===== config.mk =====
export PLATFORM = sky130hd
export DESIGN_NAME = hz_unit
export DESIGN_NICKNAME = d
export VERILOG_FILES = /design/src/rtl/hz_pkg.sv /design/src/rtl/hz_fwd_select.sv /design/src/rtl/hz_load_use_detect.sv /design/src/rtl/hz_stall_flush_ctrl.sv /design/src/rtl/hz_unit.sv
export SDC_FILE = /design/constraint.sdc
export NUM_CORES = 1
export LEC_CHECK = 0
export BUFFER_PORTS_ARGS = -buffer_cell sky130_fd_sc_hd__clkbuf_2
export CAP_MARGIN = 20
export CORE_MARGIN = 2
export CORE_UTILIZATION = 25
export DETAILED_ROUTE_END_ITERATION = 8
export GPL_ROUTABILITY_DRIVEN = 1
export PLACE_DENSITY_LB_ADDON = 0.08
export SYNTH_ARGS = -nofsm -noshare
export SYNTH_HDL_FRONTEND = slang
export SYNTH_SLANG_ARGS = --single-unit

===== constraint.sdc =====
create_clock -name vclk -period 1.8
set_clock_uncertainty 0.2 [all_clocks]
set_input_delay 0.36 -clock vclk [all_inputs]
set_output_delay 0.36 -clock vclk [all_outputs]
set_load 0.02 [all_outputs]

===== src/rtl/hz_pkg.sv =====
package hz_pkg;

    parameter int REG_AW = 5;

    typedef logic [REG_AW-1:0] reg_addr_t;

    typedef enum logic [1:0] {
        FWD_NONE = 2'b00,
        FWD_WB   = 2'b01,
        FWD_MEM  = 2'b10
    } fwd_sel_e;

    typedef struct packed {
        logic      wr;
        reg_addr_t rd;
    } producer_t;

    typedef struct packed {
        logic stall_fetch;
        logic stall_decode;
        logic stall_execute;
        logic flush_decode;
        logic flush_execute;
        logic flush_memory;
    } pipe_ctrl_t;

    localparam reg_addr_t ZERO_REG = '0;

    function automatic logic dep_hit(reg_addr_t src, producer_t p);
        return p.wr && (p.rd != ZERO_REG) && (src == p.rd);
    endfunction

endpackage


===== src/rtl/hz_fwd_select.sv =====
module hz_fwd_select
    import hz_pkg::*;
(
    input  logic      clk,
    input  logic      rst,
    input  reg_addr_t src,
    input  producer_t mem_p,
    input  producer_t wb_p,
    output fwd_sel_e  sel
);

    logic hit_mem;
    logic hit_wb;

    always_comb begin
        hit_mem = dep_hit(src, mem_p);
        hit_wb  = dep_hit(src, wb_p);
        if (hit_mem)
            sel = FWD_MEM;
        else if (hit_wb)
            sel = FWD_WB;
        else
            sel = FWD_NONE;
    end

    AST_FWD_ZERO_SRC: assert property (@(posedge clk) disable iff (rst)
        (src == ZERO_REG) |-> (sel == FWD_NONE));

    AST_FWD_MEM_WINS: assert property (@(posedge clk) disable iff (rst)
        (mem_p.wr && wb_p.wr && mem_p.rd == src && wb_p.rd == src && src != ZERO_REG)
            |-> (sel == FWD_MEM));

    AST_FWD_NO_WRITERS: assert property (@(posedge clk) disable iff (rst)
        (!mem_p.wr && !wb_p.wr) |-> (sel == FWD_NONE));

    AST_FWD_ONE_SOURCE: assert property (@(posedge clk) disable iff (rst)
        $onehot0(sel));

endmodule


===== src/rtl/hz_load_use_detect.sv =====
module hz_load_use_detect
    import hz_pkg::*;
(
    input  logic      clk,
    input  logic      rst,
    input  reg_addr_t dec_rs1,
    input  reg_addr_t dec_rs2,
    input  logic      dec_uses_rs1,
    input  logic      dec_uses_rs2,
    input  producer_t ex_p,
    input  logic      ex_is_load,
    output logic      lu_hit
);

    logic hit_a;
    logic hit_b;

    always_comb begin
        hit_a  = dec_uses_rs1 && dep_hit(dec_rs1, ex_p);
        hit_b  = dec_uses_rs2 && dep_hit(dec_rs2, ex_p);
        lu_hit = ex_is_load && (hit_a || hit_b);
    end

    AST_LU_ONLY_LOADS: assert property (@(posedge clk) disable iff (rst)
        lu_hit |-> (ex_is_load && ex_p.wr));

    AST_LU_NOT_X0: assert property (@(posedge clk) disable iff (rst)
        (ex_p.rd == ZERO_REG) |-> !lu_hit);

    AST_LU_NEEDS_READER: assert property (@(posedge clk) disable iff (rst)
        (!dec_uses_rs1 && !dec_uses_rs2) |-> !lu_hit);

endmodule


===== src/rtl/hz_stall_flush_ctrl.sv =====
module hz_stall_flush_ctrl
    import hz_pkg::*;
(
    input  logic       clk,
    input  logic       rst,
    input  logic       lu_hit,
    input  logic       mul_busy,
    input  logic       mispredict,
    output pipe_ctrl_t ctrl
);

    always_comb begin
        ctrl = '0;
        if (mispredict) begin
            ctrl.flush_decode  = 1'b1;
            ctrl.flush_execute = 1'b1;
        end else if (mul_busy) begin
            ctrl.stall_fetch   = 1'b1;
            ctrl.stall_decode  = 1'b1;
            ctrl.stall_execute = 1'b1;
            ctrl.flush_memory  = 1'b1;
        end else if (lu_hit) begin
            ctrl.stall_fetch   = 1'b1;
            ctrl.stall_decode  = 1'b1;
            ctrl.flush_execute = 1'b1;
        end
    end

    AST_FLUSH_BEATS_STALL: assert property (@(posedge clk) disable iff (rst)
        mispredict |-> (!ctrl.stall_fetch && !ctrl.stall_decode && !ctrl.stall_execute));

    AST_BUSY_FREEZES: assert property (@(posedge clk) disable iff (rst)
        (mul_busy && !mispredict) |-> (ctrl.stall_execute && ctrl.flush_memory && !ctrl.flush_execute));

    AST_LU_BUBBLE: assert property (@(posedge clk) disable iff (rst)
        (lu_hit && !mul_busy && !mispredict) |-> (ctrl.stall_decode && ctrl.flush_execute));

    AST_QUIET_IDLE: assert property (@(posedge clk) disable iff (rst)
        (!lu_hit && !mul_busy && !mispredict) |-> (ctrl == '0));

    AST_STALL_PAIR: assert property (@(posedge clk) disable iff (rst)
        (ctrl.stall_fetch == ctrl.stall_decode));

endmodule


===== src/rtl/hz_unit.sv =====
module hz_unit
    import hz_pkg::*;
(
    input  logic                clk,
    input  logic                rst,
    input  logic [REG_AW-1:0]   dec_rs1,
    input  logic [REG_AW-1:0]   dec_rs2,
    input  logic                dec_uses_rs1,
    input  logic                dec_uses_rs2,
    input  logic [REG_AW-1:0]   ex_rs1,
    input  logic [REG_AW-1:0]   ex_rs2,
    input  logic [REG_AW-1:0]   ex_rd,
    input  logic                ex_reg_write,
    input  logic                ex_is_load,
    input  logic [REG_AW-1:0]   mem_rd,
    input  logic                mem_reg_write,
    input  logic [REG_AW-1:0]   wb_rd,
    input  logic                wb_reg_write,
    input  logic                mul_busy,
    input  logic                ex_mispredict,
    output logic [1:0]          fwd_a_sel,
    output logic [1:0]          fwd_b_sel,
    output logic                stall_fetch,
    output logic                stall_decode,
    output logic                stall_execute,
    output logic                flush_decode,
    output logic                flush_execute,
    output logic                flush_memory
);

    localparam int N_OPS = 2;

    producer_t  ex_p;
    producer_t  mem_p;
    producer_t  wb_p;
    reg_addr_t  ex_src [N_OPS];
    fwd_sel_e   op_sel [N_OPS];
    logic       lu_hit;
    pipe_ctrl_t ctrl;

    assign ex_p   = '{wr: ex_reg_write,  rd: ex_rd};
    assign mem_p  = '{wr: mem_reg_write, rd: mem_rd};
    assign wb_p   = '{wr: wb_reg_write,  rd: wb_rd};
    assign ex_src[0] = ex_rs1;
    assign ex_src[1] = ex_rs2;

    for (genvar g = 0; g < N_OPS; g++) begin : g_op
        hz_fwd_select u_sel (
            .clk   (clk),
            .rst   (rst),
            .src   (ex_src[g]),
            .mem_p (mem_p),
            .wb_p  (wb_p),
            .sel   (op_sel[g])
        );
    end

    hz_load_use_detect u_lu (
        .clk          (clk),
        .rst          (rst),
        .dec_rs1      (dec_rs1),
        .dec_rs2      (dec_rs2),
        .dec_uses_rs1 (dec_uses_rs1),
        .dec_uses_rs2 (dec_uses_rs2),
        .ex_p         (ex_p),
        .ex_is_load   (ex_is_load),
        .lu_hit       (lu_hit)
    );

    hz_stall_flush_ctrl u_ctrl (
        .clk        (clk),
        .rst        (rst),
        .lu_hit     (lu_hit),
        .mul_busy   (mul_busy),
        .mispredict (ex_mispredict),
        .ctrl       (ctrl)
    );

    assign fwd_a_sel     = op_sel[0];
    assign fwd_b_sel     = op_sel[1];
    assign stall_fetch   = ctrl.stall_fetch;
    assign stall_decode  = ctrl.stall_decode;
    assign stall_execute = ctrl.stall_execute;
    assign flush_decode  = ctrl.flush_decode;
    assign flush_execute = ctrl.flush_execute;
    assign flush_memory  = ctrl.flush_memory;

    AST_REDIRECT_CLEARS_BOTH: assert property (@(posedge clk) disable iff (rst)
        ex_mispredict |-> (flush_decode && flush_execute && !flush_memory));

    AST_BUSY_HOLDS_FRONT: assert property (@(posedge clk) disable iff (rst)
        (mul_busy && !ex_mispredict) |-> (stall_fetch && stall_decode && !flush_decode));

endmodule


==> impl_metrics.csv <==
group,metric,value,unit
outcome,status,"finished, violations left",
outcome,violations,"setup timing",
detailed_routing,routedWlPerCell,10.4,µm
timing,hold_violations,0,
placed_design,hpwl,1470,µm
critical_path,crit_path_end_kind,"primary output",
power_and_ir_drop,power_frac_comb,100.0,%
floorplanning,initial_core_util,26.8,%
synthesis,syn-num-nets,105,
power_and_ir_drop,intPower,125,µW
min_path,hold_class,"in -> out",
critical_path,start_kind,"input port",
cells_and_area,layout-drive-gt1-share,69.0,%
critical_path,critPathMaxFanout,3,
critical_path,crit_type,"in -> out",
synthesis,syn_inst,60,
placed_design,port_buffers,53,
cells_and_area,mostFrequentLayoutCells,"clkbuf_2, xor2_1, buf_4",
grt,grt_max_degree,4,
cells_and_area,clock_buffers,0,
detailed_routing,via_per_inst,4.40,
floorplanning,die_area,2230,µm²
floorplanning,coreArea,1750,µm²
timing,finalCritPeriodShare,121,%
synthesis,netlist_area,468,µm²
power_and_ir_drop,switching_share,47.0,%
power_and_ir_drop,p_sw,111,µW
floorplanning,ioPinCount,55,
timing,fmax,0.458,GHz
cells_and_area,regArea,0,µm²
grt,grtUsageTotal,14.4,%
cells_and_area,stdcell_count,151,
detailed_routing,route.detailed.drc,0,
timing,fin_crit,2180,ps
min_path,worstHoldPathCells,2,
detailed_routing,drt_iter0_markers,0,
power_and_ir_drop,p_seq_share,0,%
synthesis,synth.distinct_cells,19,
timing,rsz0062_at_grt,"yes",
power_and_ir_drop,clockPowerShare,0,%
floorplanning,die_w,47.3,µm
timing,timing.final.ws_setup,-384,ps
critical_path,arrival,1620,ps
cells_and_area,final_common_cell,"clkbuf_2",
timing,whs,767,ps
synthesis,synth.area.top_cells,"xor2_1, xnor2_1, buf_4",
detailed_routing,firstDrtPassIters,1,
power_and_ir_drop,leakage,0.504,nW
detailed_routing,drtAntennaViolNets,0,
timing,worst_slew_pin_slew,291,ps
cells_and_area,seq_cells,0,
power_and_ir_drop,vdd_ir_drop_max,0.101,mV
grt,grt-ovfl-total,0,
flow_run,maxCapViolations,0,
floorplanning,num_rows,15,
cells_and_area,nets,173,
cells_and_area,syn_to_final_growth,123,%
timing,maxSlewHeadroom,80.5,%
placed_design,gp_congestion,0.731,
synthesis,syn_avg_cell_area,7.80,µm²
synthesis,yosys.area.top_type,"xor2_1",
detailed_routing,wl,1570,µm
cells_and_area,num_antenna_cells,0,
synthesis,ys_seq_area_share,0,%
critical_path,required,1240,ps
grt,antenna_found_initial,0,
grt,grt_pass1_vias,645,
timing,setup_viol,7,
timing,setup_tns,-1900,ps
timing,drv_slew,0,
synthesis,yosys_warnings,0,
synthesis,yosysTopAreaCellShare,41.2,%
placed_design,placed_cells,151,
power_and_ir_drop,powerDensity,226,nW/µm²
grt,grt_pass1_wl,2420,µm
floorplanning,die_h,47.3,µm
clocking,ctsHoldBuffers,0,
detailed_routing,vias,665,
## critical path, cell delays in order
cell and delay [ps]:
clkbuf_2 110, xor2_1 160, or4_4 540, nor4_4 280, buf_4 180
## worst paths after layout
path / startpoint / end / slack (ps)
worst max-delay path: wb_rd[1] / fwd_a_sel[0] / -380
worst min-delay path: ex_mispredict / flush_decode / 770
## through the flow
step                      util [%]  total power [mW]  setup slack (ps)  instance area (µm²)
after floorplan                  -             0.103              -210                  547
after global placement        53.7             0.210              -394                  937
after detailed placement      53.7             0.213              -415                  937
after CTS                     57.3             0.230              -416                 1000
after global routing          59.9             0.254              -441                 1040
final                         59.9             0.236              -384                 1040
## layer usage
layer  global-route usage (%)  part of all wire (%)
met5                        0                     0
met2                     31.1                    55
met3                    0.769                   9.1
met4                        0                     0
met1                     15.7                    36
## kinds of logic (layout without fill, tap and decap cells)
| kind of cell | count (synthesis) | in the layout | share of synthesized area [%] |
|---|---|---|---|
| xor gates and xnor gates | 30 | 30 | 56.1 |
| and+or+nand+nor | 19 | 19 | 27.0 |
| buffers and inverters | 6 | 72 | 8.82 |
| AOI/OAI and AO/OA | 5 | 5 | 8.02 |
## cell type report
cell class         instances  area (µm²)
fillers                  170         701
inverters                  1        3.75
well taps                 25        31.3
repair buffers            71         457
multi-input cells         54         553
## power by group through the flow
stage / Clock [mW] / Combinational, mW / Sequential (mW)
3_5_place_dp: 0 / 0.213 / 0
4_1_cts: 0 / 0.230 / 0
3_3_place_gp: 0 / 0.210 / 0
2_1_floorplan: 0 / 0.103 / 0
6_report: 0 / 0.236 / 0
5_1_grt: 0 / 0.254 / 0
## cells in the mapped netlist
library cell	count
xor2_1	22
xnor2_1	8
buf_4	5
nor4_1	4
or4_1	4
nand3_1	3
nor4_2	2
a32oi_1	1
and2_1	1
inv_1	1
nand2_1	1
nand4_1	1
nor2_1	1
nor2b_1	1
nor3_1	1
o21ai_1	1
o21ai_2	1
o21bai_1	1
o31ai_1	1
## timing repair
action	in CTS	in global routing
gates resized for setup	12	13
buffers inserted	0	0
setup endpoints to repair	7	7
pin swaps	8	2
Note: power is estimated with default switching activity, not from simulation.
